[src/rtl/ps2kd_pkg.sv]
// Package: shared types and the scan-code translation function.
// Assumes scan code set 2 and covers only letters, digits and a few symbols.
package ps2kd_pkg;

    localparam logic [7:0] SC_BREAK  = 8'hF0;
    localparam logic [7:0] SC_LSHIFT = 8'h12;
    localparam logic [7:0] SC_RSHIFT = 8'h59;
    localparam logic [7:0] SC_CTRL   = 8'h14;

    typedef struct packed {
        logic       hit;
        logic       letter;
        logic [7:0] ascii;
    } xlat_t;

    // Map a make code to lower-case ASCII; hit=0 when not in the table.
    function automatic xlat_t scan_lookup(input logic [7:0] sc);
        xlat_t r;
        r.hit    = 1'b1;
        r.letter = 1'b1;
        r.ascii  = 8'h00;
        case (sc)
            8'h1C: r.ascii = "a";  8'h32: r.ascii = "b";
            8'h21: r.ascii = "c";  8'h23: r.ascii = "d";
            8'h24: r.ascii = "e";  8'h2B: r.ascii = "f";
            8'h34: r.ascii = "g";  8'h33: r.ascii = "h";
            8'h43: r.ascii = "i";  8'h3B: r.ascii = "j";
            8'h42: r.ascii = "k";  8'h4B: r.ascii = "l";
            8'h3A: r.ascii = "m";  8'h31: r.ascii = "n";
            8'h44: r.ascii = "o";  8'h4D: r.ascii = "p";
            8'h15: r.ascii = "q";  8'h2D: r.ascii = "r";
            8'h1B: r.ascii = "s";  8'h2C: r.ascii = "t";
            8'h3C: r.ascii = "u";  8'h2A: r.ascii = "v";
            8'h1D: r.ascii = "w";  8'h22: r.ascii = "x";
            8'h35: r.ascii = "y";  8'h1A: r.ascii = "z";
            default: begin
                r.letter = 1'b0;
                case (sc)
                    8'h45: r.ascii = "0";  8'h16: r.ascii = "1";
                    8'h1E: r.ascii = "2";  8'h26: r.ascii = "3";
                    8'h25: r.ascii = "4";  8'h2E: r.ascii = "5";
                    8'h36: r.ascii = "6";  8'h3D: r.ascii = "7";
                    8'h3E: r.ascii = "8";  8'h46: r.ascii = "9";
                    8'h29: r.ascii = 8'h20;
                    8'h5A: r.ascii = 8'h0D;
                    8'h66: r.ascii = 8'h08;
                    8'h41: r.ascii = ",";
                    8'h49: r.ascii = ".";
                    8'h4E: r.ascii = "-";
                    default: r.hit = 1'b0;
                endcase
            end
        endcase
        return r;
    endfunction

endpackage

[src/rtl/ps2kd_sync.sv]
// Module: ps2kd_sync
// Brings the keyboard clock and data lines into the system domain through a
// STAGES-deep flop chain per line and flags falling edges of the clock.
// Assumes the keyboard lines idle high and change slowly against clk.
module ps2kd_sync #(
    parameter int STAGES = 2
) (
    input  logic clk,
    input  logic rst_n,
    input  logic ps2_clk_i,
    input  logic ps2_dat_i,
    output logic clk_s_o,
    output logic dat_s_o,
    output logic fall_o
);
    localparam int LAST = STAGES - 1;

    logic [LAST:0] clk_chain;
    logic [LAST:0] dat_chain;
    logic          clk_prev;

    // Shift each raw line through its synchronizer chain; idle high at reset.
    always_ff @(posedge clk) begin
        if (!rst_n) begin
            clk_chain <= '1;
            dat_chain <= '1;
        end else begin
            clk_chain[0] <= ps2_clk_i;
            dat_chain[0] <= ps2_dat_i;
            for (int i = 1; i < STAGES; i++) begin
                clk_chain[i] <= clk_chain[i-1];
                dat_chain[i] <= dat_chain[i-1];
            end
        end
    end

    // Remember the last synchronized clock level for edge detection.
    always_ff @(posedge clk) begin
        if (!rst_n) clk_prev <= 1'b1;
        else        clk_prev <= clk_chain[LAST];
    end

    assign clk_s_o = clk_chain[LAST];
    assign dat_s_o = dat_chain[LAST];
    assign fall_o  = clk_prev & ~clk_chain[LAST];

endmodule

[src/rtl/ps2kd_framer.sv]
// Module: ps2kd_framer
// Counts the bits of one 11-bit frame, assembles data LSB first and hands
// the byte on right after the eighth data bit. Parity is not checked.
// Assumes synchronized inputs and a one-cycle fall strobe.
module ps2kd_framer #(
    parameter int TIMEOUT_CYC = 12500,
    parameter int DATA_BITS   = 8,
    parameter int FRAME_BITS  = 11
) (
    input  logic                 clk,
    input  logic                 rst_n,
    input  logic                 clk_s_i,
    input  logic                 dat_s_i,
    input  logic                 fall_i,
    output logic                 byte_vld_o,
    output logic [DATA_BITS-1:0] byte_o
);
    localparam int CNT_W = $clog2(FRAME_BITS + 1);
    localparam int TMR_W = $clog2(TIMEOUT_CYC + 1);
    localparam logic [CNT_W-1:0] LAST_DATA = CNT_W'(DATA_BITS);
    localparam logic [CNT_W-1:0] LAST_BIT  = CNT_W'(FRAME_BITS - 1);
    localparam logic [TMR_W-1:0] TMR_END   = TMR_W'(TIMEOUT_CYC - 1);

    logic [CNT_W-1:0]     bit_cnt;
    logic [TMR_W-1:0]     tmr;
    logic [DATA_BITS-1:0] shreg;
    logic                 vld_q;

    // Advance the bit position on each falling edge, or drop a stalled frame.
    always_ff @(posedge clk) begin
        if (!rst_n) begin
            bit_cnt <= '0;
            tmr     <= '0;
            shreg   <= '0;
            vld_q   <= 1'b0;
        end else begin
            vld_q <= 1'b0;
            if (fall_i) begin
                tmr <= '0;
                if (bit_cnt == '0) begin
                    if (!dat_s_i) bit_cnt <= 1;
                end else if (bit_cnt <= LAST_DATA) begin
                    shreg   <= {dat_s_i, shreg[DATA_BITS-1:1]};
                    bit_cnt <= bit_cnt + 1'b1;
                    if (bit_cnt == LAST_DATA) vld_q <= 1'b1;
                end else if (bit_cnt == LAST_BIT) begin
                    bit_cnt <= '0;
                end else begin
                    bit_cnt <= bit_cnt + 1'b1;
                end
            end else if (bit_cnt != '0 && clk_s_i) begin
                if (tmr == TMR_END) begin
                    bit_cnt <= '0;
                    tmr     <= '0;
                end else begin
                    tmr <= tmr + 1'b1;
                end
            end else begin
                tmr <= '0;
            end
        end
    end

    assign byte_vld_o = vld_q;
    assign byte_o     = shreg;

    assert_cnt_range_R2: assert property (@(posedge clk) disable iff (!rst_n)
        bit_cnt <= LAST_BIT);
    assert_vld_single_R11: assert property (@(posedge clk) disable iff (!rst_n)
        vld_q |=> !vld_q);
    assert_timeout_restart_R9: assert property (@(posedge clk) disable iff (!rst_n)
        (!fall_i && clk_s_i && bit_cnt != '0 && tmr == TMR_END) |=> bit_cnt == '0);
    assert_idle_high_R8: assert property (@(posedge clk) disable iff (!rst_n)
        (fall_i && dat_s_i && bit_cnt == '0) |=> bit_cnt == '0);

endmodule

[src/rtl/ps2kd_keystate.sv]
// Module: ps2kd_keystate
// Tracks the release prefix and modifier flags, translates make codes and
// keeps the held-key register plus a one-cycle new-key strobe.
// Assumes byte_vld_i pulses for one cycle per received byte.
module ps2kd_keystate
    import ps2kd_pkg::*;
(
    input  logic       clk,
    input  logic       rst_n,
    input  logic       byte_vld_i,
    input  logic [7:0] byte_i,
    output logic [7:0] key_o,
    output logic       new_o
);
    logic       brk_q;
    logic       lsh_q;
    logic       rsh_q;
    logic       ctl_q;
    logic [7:0] key_q;
    logic       new_q;
    xlat_t      xl;
    logic [7:0] mapped;
    logic       is_mod;

    // Look up the byte and apply control and shift to letters.
    always_comb begin
        xl     = scan_lookup(byte_i);
        mapped = xl.ascii;
        if (xl.letter) begin
            if (ctl_q)              mapped = xl.ascii & 8'h1F;
            else if (lsh_q | rsh_q) mapped = xl.ascii - 8'h20;
        end
        is_mod = (byte_i == SC_LSHIFT) || (byte_i == SC_RSHIFT) ||
                 (byte_i == SC_CTRL);
    end

    // Update prefix, modifiers and held key for each received byte.
    always_ff @(posedge clk) begin
        if (!rst_n) begin
            brk_q <= 1'b0;
            lsh_q <= 1'b0;
            rsh_q <= 1'b0;
            ctl_q <= 1'b0;
            key_q <= 8'h00;
            new_q <= 1'b0;
        end else begin
            new_q <= 1'b0;
            if (byte_vld_i) begin
                if (byte_i == SC_BREAK) begin
                    brk_q <= 1'b1;
                end else begin
                    brk_q <= 1'b0;
                    if (byte_i == SC_LSHIFT)     lsh_q <= ~brk_q;
                    else if (byte_i == SC_RSHIFT) rsh_q <= ~brk_q;
                    else if (byte_i == SC_CTRL)   ctl_q <= ~brk_q;
                    else if (xl.hit) begin
                        if (brk_q) begin
                            key_q <= 8'h00;
                        end else begin
                            key_q <= mapped;
                            new_q <= 1'b1;
                        end
                    end
                end
            end
        end
    end

    assign key_o = key_q;
    assign new_o = new_q;

    assert_strobe_single_R3: assert property (@(posedge clk) disable iff (!rst_n)
        new_q |=> !new_q);
    assert_strobe_nonzero_R3: assert property (@(posedge clk) disable iff (!rst_n)
        new_q |-> key_q != 8'h00);
    assert_release_clears_R4: assert property (@(posedge clk) disable iff (!rst_n)
        (byte_vld_i && brk_q && xl.hit && !is_mod) |=> (key_q == 8'h00 && !new_q));
    assert_unknown_hold_R7: assert property (@(posedge clk) disable iff (!rst_n)
        (byte_vld_i && !xl.hit && !is_mod && byte_i != SC_BREAK)
            |=> ($stable(key_q) && !new_q));

endmodule

[src/rtl/ps2_key_decoder.sv]
// Module: ps2_key_decoder (top)
// Keyboard-to-host PS/2 receiver that presents the held key as ASCII.
// Assumes the keyboard clock is far slower than clk.
module ps2_key_decoder #(
    parameter int SYNC_STAGES = 2,
    parameter int TIMEOUT_CYC = 12500
) (
    input  logic       clk,
    input  logic       rst_n,
    input  logic       ps2_clk_i,
    input  logic       ps2_dat_i,
    output logic [7:0] key_code_o,
    output logic       key_new_o
);
    logic       clk_s;
    logic       dat_s;
    logic       fall;
    logic       byte_vld;
    logic [7:0] byte_rx;

    ps2kd_sync #(.STAGES(SYNC_STAGES)) u_sync (
        .clk       (clk),
        .rst_n     (rst_n),
        .ps2_clk_i (ps2_clk_i),
        .ps2_dat_i (ps2_dat_i),
        .clk_s_o   (clk_s),
        .dat_s_o   (dat_s),
        .fall_o    (fall)
    );

    ps2kd_framer #(.TIMEOUT_CYC(TIMEOUT_CYC)) u_framer (
        .clk        (clk),
        .rst_n      (rst_n),
        .clk_s_i    (clk_s),
        .dat_s_i    (dat_s),
        .fall_i     (fall),
        .byte_vld_o (byte_vld),
        .byte_o     (byte_rx)
    );

    ps2kd_keystate u_keys (
        .clk        (clk),
        .rst_n      (rst_n),
        .byte_vld_i (byte_vld),
        .byte_i     (byte_rx),
        .key_o      (key_code_o),
        .new_o      (key_new_o)
    );

endmodule

[config.mk]
export PLATFORM = sky130hd
export DESIGN_NAME = ps2_key_decoder
export DESIGN_NICKNAME = d
export VERILOG_FILES = /design/src/rtl/ps2kd_pkg.sv /design/src/rtl/ps2kd_sync.sv /design/src/rtl/ps2kd_framer.sv /design/src/rtl/ps2kd_keystate.sv /design/src/rtl/ps2_key_decoder.sv
export SDC_FILE = /design/constraint.sdc
export NUM_CORES = 1
export LEC_CHECK = 0
export ABC_AREA = 1
export BUFFER_PORTS_ARGS = -buffer_cell sky130_fd_sc_hd__buf_2
export CORE_UTILIZATION = 55
export DETAILED_ROUTE_END_ITERATION = 10
export GPL_TIMING_DRIVEN = 0
export PLACE_DENSITY = 0.77
export SETUP_SLACK_MARGIN = 0.2
export SYNTH_ARGS = -nofsm -noshare
export SYNTH_HDL_FRONTEND = slang
export SYNTH_HIERARCHICAL = 1
export SYNTH_SLANG_ARGS = --single-unit
export TNS_END_PERCENT = 5
[constraint.sdc]
create_clock -name clk -period 2.29 [get_ports clk]
set_input_delay 0.1145 -clock clk [delete_from_list [all_inputs] [get_ports clk]]
set_output_delay 0.1145 -clock clk [all_outputs]
set_load 0.02 [all_outputs]
==> out/metrics.yaml <==
status: "finished clean"
grt_setup_unrepaired: "yes"
dp.final_hpwl_um: 4560
nFillCells: 469
synth_seq_area_share_pct: 32.3
routed_via_density: 5.25
slowest_stage: "dfxtp_1"
crit_type: "reg2reg"
avgSynthCellArea_um2: 6.50
worstMarginPinSlew_ns: 0.540
setup.worst_path.end_class: "flop"
max_freq_mhz: 520
wire_per_inst_um: 11.2
yosys_warnings: 6
clock_path_buffers: 2
syn_area_um2: 2790
hold_violations: 0
ys.flop_type: "dfxtp_1"
grt_pass1_vias: 2365
htree_levels: 2
firstDrtPassIters: 5
die_w_um: 73.2
crit_fanout: 10
cts_buffers: 5
leakagePower_uw: 0.00140
grt_pass1_wl_um: 10000
cts.sinks: 45
maxCapViolCount: 0
ir_drop_mv: 0.379
post_cts_buffers: 0
grt_overflow_total: 0
slew_violations: 0
critPathArrivalTime_ns: 2.16
critPathLaunchType: "flop"
drc: 0
synth_cell_types: 34
crit_path_cell_trace: "nand2_1, nor2_4, nand2_1, o21ai_1, nor2_1, nand2_1, nor2_1, nand3_2, nand2_4, inv_4, nand3_1, o21ai_1"
syn_inst: 429
area_delta_synth_final_pct: 9.25
vias: 2720
dp.cells: 508
yosys_register_bits: 45
synth_fp_nets: 437
row_count: 25
min_path_type: "in2reg"
synth_async_sr_flop_share_pct: 0
setup_viol: 0
coreArea_um2: 4790
gp_congestion: 0.954
cp_common_cell: "nand2_1"
drt_iter0_drc: 135
pwr_density_cell_nw_per_um2: 429
routed_wl_um: 5810
fin_crit_sh_pct: 84.0
fin_nets: 458
initial_core_util_pct: 58.2
dieArea_um2: 5360
grt_usage_pct: 23.7
diodes: 0
drive_above_1_share_pct: 17.3
critical_path.max_stage_delay_ns: 0.47
io_pins: 13
finClkSkew_ns: 0.00931
cts_tree: "done"
ant_nets: 0
cts_root_buf: "clkbuf_8"
layout.cells.non_filler: 518
antenna_found_initial: 0
worstPathRequired_ns: 2.53
power_uw: 1310
fin_crit_ns: 1.92
tns_ns: 0
grt_start_max_net_pins: 17
cts.clk_slew.worst_paths_ns: 0.09
port_buffers: 12
clk_latency_ns: 0.30
maxSlewHeadroom_pct: 63.7
fp.dieH_um: 73.2
synth_edf_count: 0
power breakdown:
| group | leakage, uW | switching [uW] | internal (uW) |
|---|---|---|---|
| clock network | 0.0000445 | 273 | 217 |
| logic | 0.000989 | 18.2 | 9.85 |
| registers | 0.000365 | 2.54 | 786 |
| total | 0.00140 | 293 | 1010 |
cell families (layout without fill, tap and decap cells):
group,Yosys count,in the layout,synth area share [%]
and+or+nand+nor,274,274,46.7
xor gates and xnor gates,6,6,1.89
adders and majority gates,4,4,1.80
AOI/OAI and AO/OA,50,50,9.96
buffers and inverters,50,72,7.36
DFF,45,45,32.3
metrics by stage:
stage          hold WS, ns  instance area [um2]  util (%)  setup WS [ns]
2_1_floorplan        0.183                 2790         -          0.634
3_3_place_gp         0.282                 2930      61.3          0.431
3_5_place_dp         0.289                 2930      61.3          0.417
4_1_cts              0.124                 3040      63.6          0.405
5_1_grt              0.135                 3050      63.6          0.198
6_report             0.133                 3050      63.6          0.367
layer usage:
| layer | vias up | share of wire [%] | track usage, % | routed length (um) |
|---|---|---|---|---|
| met3 | 12 | 4.3 | 4.28 | 248 |
| met4 | 0 | 2.3 | 10.5 | 136 |
| li1 | 1415 | - | - | - |
| met2 | 78 | 46 | 39.8 | 2670 |
| met5 | - | 0 | 0 | 0 |
| met1 | 1215 | 47 | 29.6 | 2760 |
worst max-delay path, delay by kind of cell (launching register included):
family	cells	cell delay, ns
buf+inv	1	0.10
simple gates	9	1.03
compound gates	2	0.25
flops	1	0.47
synth_stat cells, types with 2 or more instances:
library cell,instances,area [um2]
nand2_1,112,420
nand2_4,3,33.8
xor2_1,4,35.0
dfxtp_1,45,901
nand3_2,5,50.1
buf_6,2,22.5
nand4_1,7,43.8
o21ai_0,15,75.1
ha_1,4,50.1
xnor2_1,2,17.5
nor2_4,5,56.3
a21oi_1,20,100
nor2_2,10,62.6
a21oi_2,3,26.3
or2_0,2,12.5
nor4_1,4,25.0
inv_1,36,135
inv_2,10,37.5
nor2_1,71,267
nor3_1,11,55.1
nand3_1,26,130
nand2_2,12,75.1
o21ai_1,9,45.0
final cells by class:
cell class	count	area [um2]	area share, %
buffer	3	26.3	0.863
clock buffer	5	68.8	2.26
inverter	47	179	5.88
multi-input combinational	334	1680	55.2
timing repair buffer	14	80.1	2.63
tap	67	83.8	2.75
clock inverter	3	21.3	0.698
sequential	45	905	29.7
what timing repair did:
item,4_1_cts,5_1_grt
hold buffers,2,0
gates resized for setup,0,3
endpoints found under the setup margin,0,4
endpoints found under the hold margin,2,0
state kept, by name (all words and copies together) (netlist names):
register and count:
u_framer/tmr 14, u_framer/byte_o 8, u_keys/key_o 8, u_framer/bit_cnt 4, u_sync/clk_chain 2, u_sync/dat_chain 2
u_framer/byte_vld_o 1, u_keys/brk_q 1, u_keys/ctl_q 1, u_keys/lsh_q 1, u_keys/new_o 1, u_keys/rsh_q 1
u_sync/clk_prev 1
cell usage in the layout, fill, tap and decap left out, drive strengths merged, types with 6 or more instances in the layout:
cell      n
dfxtp    45
inv      48
buf      14
o21ai    24
nand2   127
nand4     7
nor2     87
nand3    32
a21oi    24
clkbuf    6
nor3     12
final timing paths:
check | start | end | slack (ns) | depth (start not counted)
hold / removal | rst_n | u_sync/clk_chain[0] | 0.13 | 2
hold reg to reg | u_sync/dat_chain[0] | u_sync/dat_chain[1] | 0.41 | 2
setup reg to reg | u_framer/byte_o[5] | u_keys/key_o[0] | 0.37 | 12
setup / recovery | u_framer/byte_o[5] | u_keys/key_o[0] | 0.37 | 12
No activity file was read; power rests on OpenSTA's default activity.
